$ cat src/rtl/pllc_pkg.sv
package pllc_pkg;
  typedef enum logic [1:0] {
    A_CTRL = 2'd0,
    A_CFG  = 2'd1,
    A_FEED = 2'd2,
    A_STAT = 2'd3
  } reg_addr_e;

  localparam logic [7:0] UNLOCK_FIRST  = 8'hAA;
  localparam logic [7:0] UNLOCK_SECOND = 8'h55;
  localparam int CTRL_EN_BIT   = 0;
  localparam int CTRL_CONN_BIT = 1;
endpackage

$ cat src/rtl/pllc_feed_seq.sv
module pllc_feed_seq
  import pllc_pkg::*;
(
  input  logic       clk,
  input  logic       rst,
  input  logic       wr,
  input  logic [1:0] addr,
  input  logic [7:0] wdata,
  output logic       feed_ok
);
  logic armed_q;
  logic feed_hit;

  assign feed_hit = wr && (addr == A_FEED);
  assign feed_ok  = feed_hit && armed_q && (wdata == UNLOCK_SECOND);

  // Any bus write re-evaluates the arm state: only a first-key feed keeps it set.
  always_ff @(posedge clk) begin
    if (rst)     armed_q <= 1'b0;
    else if (wr) armed_q <= feed_hit && (wdata == UNLOCK_FIRST);
  end


  arm_source_chk: assert property (@(posedge clk) disable iff (rst)
    $rose(armed_q) |-> $past(wr && addr == A_FEED && wdata == UNLOCK_FIRST));
endmodule

$ cat src/rtl/pllc_regs.sv
module pllc_regs #(
  parameter int MW = 5,
  parameter int PW = 2
) (
  input  logic          clk,
  input  logic          rst,
  input  logic          wr_ctrl,
  input  logic          wr_cfg,
  input  logic          wd_en,
  input  logic          wd_conn,
  input  logic [MW-1:0] wd_m,
  input  logic [PW-1:0] wd_p,
  input  logic          feed_ok,
  input  logic          pd_req,
  input  logic          lock,
  output logic          act_en,
  output logic          act_conn,
  output logic [MW-1:0] act_m,
  output logic [PW-1:0] act_p,
  output logic          conn_out
);
  logic          sh_en, sh_conn;
  logic [MW-1:0] sh_m;
  logic [PW-1:0] sh_p;
  logic          nxt_en, nxt_conn;

  always_ff @(posedge clk) begin
    if (rst) begin
      sh_en   <= 1'b0;
      sh_conn <= 1'b0;
      sh_m    <= '0;
      sh_p    <= '0;
    end else begin
      if (wr_ctrl) begin
        sh_en   <= wd_en;
        sh_conn <= wd_conn;
      end
      if (wr_cfg) begin
        sh_m <= wd_m;
        sh_p <= wd_p;
      end
      if (pd_req) begin
        sh_en   <= 1'b0;
        sh_conn <= 1'b0;
      end
    end
  end

  always_comb begin
    nxt_en   = act_en;
    nxt_conn = act_conn;
    if (feed_ok) begin
      nxt_en   = sh_en;
      nxt_conn = sh_conn;
    end
    if (pd_req) begin
      nxt_en   = 1'b0;
      nxt_conn = 1'b0;
    end
  end

  always_ff @(posedge clk) begin
    if (rst) begin
      act_en   <= 1'b0;
      act_conn <= 1'b0;
      act_m    <= '0;
      act_p    <= '0;
      conn_out <= 1'b0;
    end else begin
      act_en   <= nxt_en;
      act_conn <= nxt_conn;
      if (feed_ok) begin
        act_m <= sh_m;
        act_p <= sh_p;
      end
      conn_out <= nxt_en && nxt_conn && lock;
    end
  end


  cfg_hold_chk: assert property (@(posedge clk) disable iff (rst)
    !$past(feed_ok) |-> ($stable(act_m) && $stable(act_p)));
endmodule

$ cat src/rtl/pllc_status.sv
module pllc_status #(
  parameter int MW  = 5,
  parameter int PW  = 2,
  parameter int RDW = 16
) (
  input  logic           clk,
  input  logic           rst,
  input  logic [1:0]     rd_addr,
  input  logic           act_en,
  input  logic           act_conn,
  input  logic [MW-1:0]  act_m,
  input  logic [PW-1:0]  act_p,
  input  logic           lock,
  output logic [RDW-1:0] rd_data
);
  import pllc_pkg::*;
  localparam int FLAG_BASE = 8 * ((MW + PW + 7) / 8);
  localparam int ST_EN     = FLAG_BASE;
  localparam int ST_CONN   = FLAG_BASE + 1;
  localparam int ST_LOCK   = FLAG_BASE + 2;

  logic [RDW-1:0] stat_word;

  always_comb begin
    stat_word = '0;
    stat_word[MW-1:0]     = act_m;
    stat_word[MW+PW-1:MW] = act_p;
    stat_word[ST_EN]      = act_en;
    stat_word[ST_CONN]    = act_conn;
    stat_word[ST_LOCK]    = lock;
  end

  always_ff @(posedge clk) begin
    if (rst)                      rd_data <= '0;
    else if (rd_addr == A_STAT)   rd_data <= stat_word;
    else                          rd_data <= '0;
  end


  stat_lock_chk: assert property (@(posedge clk) disable iff (rst)
    $past(rd_addr == A_STAT) |-> (rd_data[ST_LOCK] == $past(lock)));
endmodule

$ cat src/rtl/pll_feed_ctrl.sv
module pll_feed_ctrl #(
  parameter int MW  = 5,
  parameter int PW  = 2,
  parameter int RDW = 16
) (
  input  logic           clk,
  input  logic           rst,
  input  logic           bus_wr,
  input  logic [1:0]     bus_addr,
  input  logic [7:0]     bus_wdata,
  input  logic [1:0]     bus_rd_addr,
  output logic [RDW-1:0] bus_rdata,
  input  logic           pll_lock,
  input  logic           pd_req,
  output logic           pll_enable,
  output logic           pll_connect,
  output logic [MW-1:0]  pll_msel,
  output logic [PW-1:0]  pll_psel
);
  import pllc_pkg::*;

  logic feed_ok;
  logic act_conn_bit;
  logic wr_ctrl, wr_cfg;

  assign wr_ctrl = bus_wr && (bus_addr == A_CTRL);
  assign wr_cfg  = bus_wr && (bus_addr == A_CFG);

  pllc_feed_seq u_feed (
    .clk     (clk),
    .rst     (rst),
    .wr      (bus_wr),
    .addr    (bus_addr),
    .wdata   (bus_wdata),
    .feed_ok (feed_ok)
  );

  pllc_regs #(.MW(MW), .PW(PW)) u_regs (
    .clk      (clk),
    .rst      (rst),
    .wr_ctrl  (wr_ctrl),
    .wr_cfg   (wr_cfg),
    .wd_en    (bus_wdata[CTRL_EN_BIT]),
    .wd_conn  (bus_wdata[CTRL_CONN_BIT]),
    .wd_m     (bus_wdata[MW-1:0]),
    .wd_p     (bus_wdata[MW+PW-1:MW]),
    .feed_ok  (feed_ok),
    .pd_req   (pd_req),
    .lock     (pll_lock),
    .act_en   (pll_enable),
    .act_conn (act_conn_bit),
    .act_m    (pll_msel),
    .act_p    (pll_psel),
    .conn_out (pll_connect)
  );

  pllc_status #(.MW(MW), .PW(PW), .RDW(RDW)) u_stat (
    .clk      (clk),
    .rst      (rst),
    .rd_addr  (bus_rd_addr),
    .act_en   (pll_enable),
    .act_conn (act_conn_bit),
    .act_m    (pll_msel),
    .act_p    (pll_psel),
    .lock     (pll_lock),
    .rd_data  (bus_rdata)
  );


  conn_needs_en_chk: assert property (@(posedge clk) disable iff (rst)
    pll_connect |-> pll_enable);

  conn_needs_lock_chk: assert property (@(posedge clk) disable iff (rst)
    pll_connect |-> $past(pll_lock));

  pd_off_chk: assert property (@(posedge clk) disable iff (rst)
    $past(pd_req) |-> (!pll_enable && !pll_connect));
endmodule

$ cat config.mk
export PLATFORM = sky130hd
export DESIGN_NAME = pll_feed_ctrl
export DESIGN_NICKNAME = d
export VERILOG_FILES = /design/src/rtl/pllc_pkg.sv /design/src/rtl/pllc_feed_seq.sv /design/src/rtl/pllc_regs.sv /design/src/rtl/pllc_status.sv /design/src/rtl/pll_feed_ctrl.sv
export SDC_FILE = /design/constraint.sdc
export NUM_CORES = 1
export LEC_CHECK = 0
export BUFFER_PORTS_ARGS = -buffer_cell sky130_fd_sc_hd__buf_2
export CORE_MARGIN = 2
export CORE_UTILIZATION = 45
export CTS_CLUSTER_SIZE = 14
export DETAILED_ROUTE_END_ITERATION = 16
export PLACE_DENSITY = 0.72
export REMOVE_ABC_BUFFERS = 1
export SKIP_CTS_REPAIR_TIMING = 1
export SLEW_MARGIN = 20
export SYNTH_ARGS = -nofsm -noshare
export SYNTH_HDL_FRONTEND = slang
export SYNTH_SLANG_ARGS = --single-unit
$ cat constraint.sdc
create_clock -name clk -period 2.9 [get_ports clk]
set_input_delay 0.435 -clock clk [delete_from_list [all_inputs] [get_ports clk]]
set_output_delay 0.435 -clock clk [all_outputs]
set_load 0.05 [all_outputs]
* After elaboration in Yosys (flattened, before gate mapping)
Index checks and enable logic that the tools add are counted.
** Word-level totals
- Memories :: 0
- ROM bits :: 0
- Word-level logic and storage cells :: 33
- Bits in writable memories :: 0
- Latch bits :: 0
- Input bits :: 17
- Output and inout port bits :: 25
- Register bits after elaboration :: 36
** Cells by class
- Shift operators :: 0
- Div/mod/pow operators :: 0
- Reductions and logical operators :: 11
- Equality and inequality tests :: 5
- $lt $le $gt $ge :: 0
- Bitwise gates (word level) :: 1
- Muxes and demuxes :: 4
- Add/sub/neg operators :: 0
- Multiply operators :: 0
** Operator list (count)
- $eq 8x7->1 const B :: 1
- $eq 8x8->1 const B :: 1
- $logic_and 1x1->1 :: 8
- $eq 2x2->1 const B :: 2
- $mux 1 :: 4
- $reduce_or 2->1 :: 2
- $eq 2x1->1 const B :: 1
- $logic_not 2->1 :: 1
- $not 1->1 :: 1

* Depth between registers and ports, before layout
Gate-level depths: netlist of the first run.
- Depth after elaboration :: 8
- Depth in mapped cells :: 4
- Gate-level depth less buffers :: 3

* Hierarchy
A second synthesis of the first run with hierarchy kept.
** Unflattened totals
- Cell total of the unflattened synthesis :: 101
- Area, all modules :: 1166.1 µm²
** By module, submodules not included
- pllc_regs :: area an instance 684.4 µm², cells an instance 62, instances 1
- pllc_status :: area an instance 349.1 µm², cells an instance 27, instances 1
- pllc_feed_seq :: area an instance 111.4 µm², cells an instance 10, instances 1
- pll_feed_ctrl :: area an instance 21.3 µm², cells an instance 2, instances 1

* Least setup slack after synthesis of the first run
OpenSTA, ideal clock, no wires.
- Kind :: input-to-reg
- From :: in bus_wdata[5]
- To :: reg u_regs.conn_out
- Stages on the path :: 4
- Library setup time :: 0.072 ns
- Data required time :: 2.828 ns
- Setup slack :: 1.499 ns
- Arrival time :: 1.329 ns
- Buffers on the path :: 1
- Path through :: or3b_1 > nor4_2 > buf_6 > mux2i_1
** Between the ends
- Cells in the longest elaborated chain, start to end :: 6
- Elaborated cells between the ends (all ways) :: 8
** Ends and longest elaborated chain
- start: declaration :: line pll_feed_ctrl.sv:10 : input logic [7:0] bus_wdata,
- $eq 8x7->1 (*) :: line pllc_feed_seq.sv:15 : assign feed_ok = feed_hit && armed_q && (wdata == UNLOCK_SECOND);
- $logic_and 1x1->1 (*) :: line pllc_feed_seq.sv:15
- $mux 1 :: line pllc_regs.sv:52 : if (feed_ok) begin
- $mux 1 :: line pllc_regs.sv:56 : if (pd_req) begin
- $logic_and 1x1->1 (*) (2 in series) :: line pllc_regs.sv:76 : conn_out <= nxt_en && nxt_conn && lock;
- end signal: assignment :: line pllc_regs.sv:76
- end: declaration :: line pllc_regs.sv:20 : output logic conn_out
Mark *: on every way between the ends. The rest lies on a longest branch, timed or not.
A chain may end at the register's enable or synchronous reset.

* Worst setup path after layout of the first run
- From :: reg u_regs.act_en
- To :: out pll_enable
** RTL lines
- start: declaration :: line pllc_regs.sv:16 : output logic act_en,
- start signal: assignment :: line pllc_regs.sv:70 : act_en <= nxt_en;
- end: declaration :: line pll_feed_ctrl.sv:15 : output logic pll_enable,
No word-level cell between the ends.

==> metrics.txt, run 1 <==
Hold Path Stages 2; clock root cell clkbuf_4; Critical Path RT 2470 ps; CTS sink cnt 30; IO Count 42; die area 3090 um2; slowest cell on the critical path dfxtp_1; core box area 2500 um2; chip width 55.6 um; crit path cell chain buf_2; minimum clock period 1410 ps; XOR/XNOR share of the synthesized area 0; Clock Latency Late Sink 320 ps; Overflow after GRT 0; Reg2Reg Depth 4; Worst IR Drop VDD 0.308 mV; Main synth FF type dfxtp_1; sequential area share after synthesis 0.502; ANT nets after route 0; compound-cell area share of the yosys netlist 0.00731; Setup WS pre-CTS 1280 ps; final std cells w/o fill 182; Fin. Hold Viols 0; Crit path arrival time 970 ps; min-delay worst type in2reg; DPL Wire Length 1470 um; die height 55.6 um; Synth Instances 115; initial DRC count 10; largest family of logic cells by synthesized area simple AND/OR/NAND/NOR gates; synthesized area 1200 um2; num rows 18; Port Buf Inserts 35; Total GRT Usage 0.143; Slew Limit Fails 0; Final Skew 4.18 ps; Fin Setup TNS 0 ps; PD cells 493 nW/um2; reg2reg start u_feed.armed_q; critical path's largest stage delay 370 ps; share of cells above drive strength 1 0.289; fraction of synthesized area in multiplexers 0.159; syn_area_per_cell 10.4 um2; via-per-instance ratio 4.70; Synth warnings 0; Simple-Gate Fraction of Synth Area 0.265; async set-or-reset flop fraction in the synthesized netlist 0; vias in the first global route 822; Hold Startpoint pd_req; final period utilization 0.485; Synth cell types 22; clock buffer depth 2; adder-cell area share of the yosys netlist 0; DRC 0; initial antenna violation count 0; reg-to-reg endpoint u_regs.act_m[2]; fmax 0.711 GHz; CP Max Fanout 4; Total Routed Length 1970 um; n_diodes 0; Setup-failing EPs final 0; RD Place Congestion 0.673; first-pass GRT wire length 3370 um; Setup crit start kind register; pin count of the biggest net entering global routing 27; Layout area overhead 17.7%; WP buf/inv 1; number of synthesized register bits 30; Post-synth EDFFs 0; worst hold endpoint u_regs.sh_en; Max Cap Viol 0; # nets final 169; Crit. End Element primary output; Initial Utilization 0.479; status finished clean; RSZ-0062 raised after global routing false; htree depth 2; worst hold slack 299 ps; kind of cell adding the most delay to the critical path flip-flops; CTS tree built; Inserted Clock Buffers 5; drt wl/cell 10.8 um; drt pass-1 iters 3; CTS clk-pin slew, worst paths 80 ps; Crit Path Class reg2out; fillers 255; Leak Pwr 0.633 nW; routed vias 856; dpl cells 175; Worst R2R Setup Slack 1670 ps; post-route setup slack 1490 ps
## metrics by stage
stage	utilization	cell area (um2)	power [W]
6_report	0.564	1410	0.000694
3_3_place_gp	0.546	1360	0.000486
5_1_grt	0.564	1410	0.000727
2_1_floorplan	-	1140	0.000464
4_1_cts	0.564	1410	0.000706
3_5_place_dp	0.546	1360	0.000487
## report_power, final
group          internal [W]  switching, W   total, W  leakage [nW]
Sequential         0.000416    0.00000208   0.000418         0.242
Combinational     0.0000205     0.0000390  0.0000595         0.366
Clock             0.0000912      0.000126   0.000217        0.0254
## final cells by class
| class | instances | area (um2) | area share |
|---|---|---|---|
| well taps | 30 | 37.5 | 0.0266 |
| repair buffers | 36 | 183 | 0.130 |
| inverters | 1 | 3.75 | 0.00266 |
| clock buffers | 7 | 45.0 | 0.0320 |
| multi-input cells | 78 | 539 | 0.383 |
| flip-flops and latches | 30 | 601 | 0.426 |
## layer usage
| layer | part of all wire | global-route usage |
|---|---|---|
| met3 | 0.069 | 0.0442 |
| met1 | 0.43 | 0.156 |
| met2 | 0.47 | 0.226 |
| met4 | 0.034 | 0.115 |
| met5 | 0 | 0 |
## worst reg2reg max path: cells and delay by family, from the launching register on
| family | cells | cell delay (ps) |
|---|---|---|
| and+or+nand+nor | 2 | 350 |
| muxes | 1 | 210 |
| buffers and inverters | 1 | 260 |
| DFF | 1 | 340 |
## worst max path at each step
stage                     depth (start not counted)           from              end
final                                             1  u_regs.act_en       pll_enable
after global routing                              1  u_regs.act_en       pll_enable
after CTS                                         1  u_regs.act_en       pll_enable
after detailed placement                          5   bus_wdata[5]  u_regs.act_m[2]
after global placement                            5   bus_wdata[5]  u_regs.act_p[1]
after floorplan                                   3   bus_wdata[5]  u_regs.act_conn
## layout by cell type, fill, tap and decap left out, drive strengths merged, types with 3 or more instances in the layout
| cell type | netlist | final |
|---|---|---|
| clkbuf | 3 | 7 |
| conb | 1 | 6 |
| nand2 | 5 | 5 |
| mux2i | 19 | 19 |
| and2 | 10 | 10 |
| buf | 8 | 36 |
| dfxtp | 30 | 30 |
| nand4 | 3 | 3 |
| nor2 | 9 | 9 |
| nand2b | 14 | 14 |
## registers in the layout, summed over array words and instances, names as in the netlist, 2 cells and up
register,count
u_regs.sh_m,5
u_stat.rd_data,10
u_regs.act_m,5
u_regs.act_p,2
u_regs.sh_p,2
## Yosys cell counts (2+ instances only)
cell type,number,share of area
nand2_1,5,0.016
clkbuf_1,3,0.0094
nor3_1,2,0.0084
buf_4,6,0.038
and2_1,10,0.052
nand4_1,3,0.016
dfxtp_1,30,0.50
nand2b_1,14,0.073
nand3b_1,2,0.013
nor2_1,9,0.028
nand4bb_1,2,0.019
mux2i_1,19,0.16
## cells by family after synthesis
family                 after synthesis
other                                1
AND/OR/NAND/NOR                     52
buffers and inverters               12
multiplexers                        19
AO/OA/AOI/OAI                        1
flip-flops                          30
Note: power is estimated with default switching activity, not from simulation.
==> run 2: changes to the inputs <==
ABC_AREA = 1   (was unset)
PLACE_DENSITY = 0.73   (was 0.72)
clock period = 1.3 ns   (was 2.9 ns; I/O delays follow)
==> metrics.txt, run 2 <==
status finished clean; Total GRT Usage 0.162 (+0.0195); most common cell in the synthesized netlist dfxtp_1; Synth cell types 23 (+4.5%); Synth area leader dfxtp_1; final period utilization 0.871; DRC 0 (unchanged); Initial Utilization 0.469 (-0.00984); Post-synth EDFFs 0 (unchanged); Fin. Hold Viols 0 (unchanged); core box area 2430 um2 (-2.7%); first-pass GRT wire length 3250 um (-3.5%); Regs by FF count u_stat.rd_data (10), u_regs.act_m (5), u_regs.sh_m (5); clock buffer depth 2 (unchanged); RD Place Congestion 0.858 (+27%); Max Cap Viol 0 (unchanged); IO Count 42 (unchanged); CTS sink cnt 30 (unchanged); Layout Cell Area excl Fill 1380 um2 (-1.9%); Main synth FF type dfxtp_1; Worst IR Drop VDD 0.941 mV (+210%); clock root cell clkbuf_4; Top reg by flops u_stat.rd_data; DPL Wire Length 1570 um (+6.3%); Slew Limit Fails 0 (unchanged); Fin Setup TNS 0 ps (unchanged); pin count of the biggest net entering global routing 17 (-37%); Inserted Clock Buffers 5 (unchanged); fraction of synthesized area in multiplexers 0 (-0.159); largest family of logic cells by synthesized area simple AND/OR/NAND/NOR gates; CP Max Fanout 16 (+12); Layout area overhead 21.2%; Simple-Gate Fraction of Synth Area 0.167 (-0.0987); CTS clk-pin slew, worst paths 90 ps (about the same); Placed Area 1320 um2 (-3.0%); adder-cell area share of the yosys netlist 0 (unchanged); dpl cells 202 (+15%); Leak Pwr 0.676 nW (+6.7%); most common library cell in the layout ignoring fill and taps buf_2; most frequent cells in the layout buf_2, dfxtp_1, inv_1, a21oi_1, nor2_1; Critical Path RT 1520 ps (-950 ps); commonest cells in the netlist dfxtp_1, inv_1, a21oi_1; Setup crit start kind register; fmax 0.884 GHz; post-route setup slack 168 ps (-1330 ps); num rows 18 (unchanged); initial antenna violation count 0 (unchanged); via-per-instance ratio 4.56 (-3.0%); routed vias 958 (+12%); Crit. End Element register; sequential area share after synthesis 0.526 (+0.0247); die height 54.4 um (-2.2%); initial DRC count 18 (+8); drt pass-1 iters 4 (+1); Final Skew 5.32 ps (+1.14 ps); Yosys top cell area share 0.526 (+0.0247); min-delay worst type in2reg; Largest register FFs 10 (unchanged); XOR/XNOR share of the synthesized area 0 (unchanged); share of cells above drive strength 1 0.283 (-0.00614); drt wl/cell 9.84 um (-9.0%); synthesized area 1140 um2 (-4.7%); Overflow after GRT 0 (unchanged); Port Buf Inserts 35 (unchanged); Worst R2R Setup Slack 170 ps (-1500 ps); async set-or-reset flop fraction in the synthesized netlist 0 (unchanged); ANT nets after route 0 (unchanged); top cells by area, synth dfxtp_1, inv_1, a21oi_1, o21ai_0, nor2_1; Total Routed Length 2070 um (+5.0%); Setup WS pre-CTS 146 ps (-1130 ps); PD cells 1190 nW/um2 (+140%); Synth Instances 139 (+21%); minimum clock period 1130 ps; number of synthesized register bits 30 (unchanged); Setup-failing EPs final 0 (unchanged); n_diodes 0 (unchanged); # nets final 196 (+16%); htree depth 2 (unchanged); RSZ-0062 raised after global routing false; chip width 54.4 um (-2.2%); die area 2950 um2 (-4.4%); Crit Path Class reg2reg; final std cells w/o fill 210 (+15%); vias in the first global route 797 (-3.0%); Final Power 0.00164 W (+140%); Clock Latency Late Sink 330 ps (about the same); CTS tree built; Synth warnings 0 (unchanged); syn_area_per_cell 8.21 um2 (-21%); compound-cell area share of the yosys netlist 0.151 (+0.144); Crit path arrival time 1360 ps (+390 ps)
## run 2: path summary, 6_finish.rpt
check / from / cells after the start / to
hold reg to reg: u_regs.sh_m[3] / 2 / u_regs.sh_m[3]
setup / recovery: u_feed.armed_q / 5 / u_regs.act_m[2]
setup reg to reg: u_feed.armed_q / 5 / u_regs.act_m[2]
hold / removal: rst / 2 / u_regs.act_en
## run 2: kinds of logic (layout without fill, tap and decap cells)
logic type	count (synthesis)	after routing
buffers and inverters	38	74
DFF	30	30
AOI/OAI and AO/OA	33	33
other	1	6
and+or+nand+nor	37	37
## run 2: area by class of cell
class,count,area [um2]
Fill cell,253,1050
Sequential cell,30,601
Multi-Input combinational cell,76,385
Timing Repair Buffer,37,190
Inverter,29,109
Clock buffer,7,55.1
Tap cell,30,37.5
Clock inverter,1,5.00
## run 2: per-layer routing
metal  track usage  wire length [um]  share of wire
met4        0.0875                56          0.027
met5             0                 0              0
met3        0.0820               153          0.074
met2         0.259               962           0.47
met1         0.173               894           0.43
## run 2: where the power goes
part	switching, W	total, W	internal, W
sequential	0.00000587	0.000937	0.000932
clock	0.000301	0.000562	0.000262
combinational	0.000100	0.000140	0.0000401
total	0.000407	0.00164	0.00123
## run 2: per-stage QoR
step / utilization / hold slack (ps)
floorplan: - / 264
global placement: 0.544 / 421
detailed placement: 0.544 / 423
CTS: 0.568 / 66.1
global route: 0.568 / 65.5
finish: 0.568 / 77.0
## run 2: critical path, cell delays in order (launching register included)
cell,delay (ps)
dfxtp_1,350
nand3_1,140
nor2_4,170
nand2_4,130
o21ai_0,180
a21oi_1,60
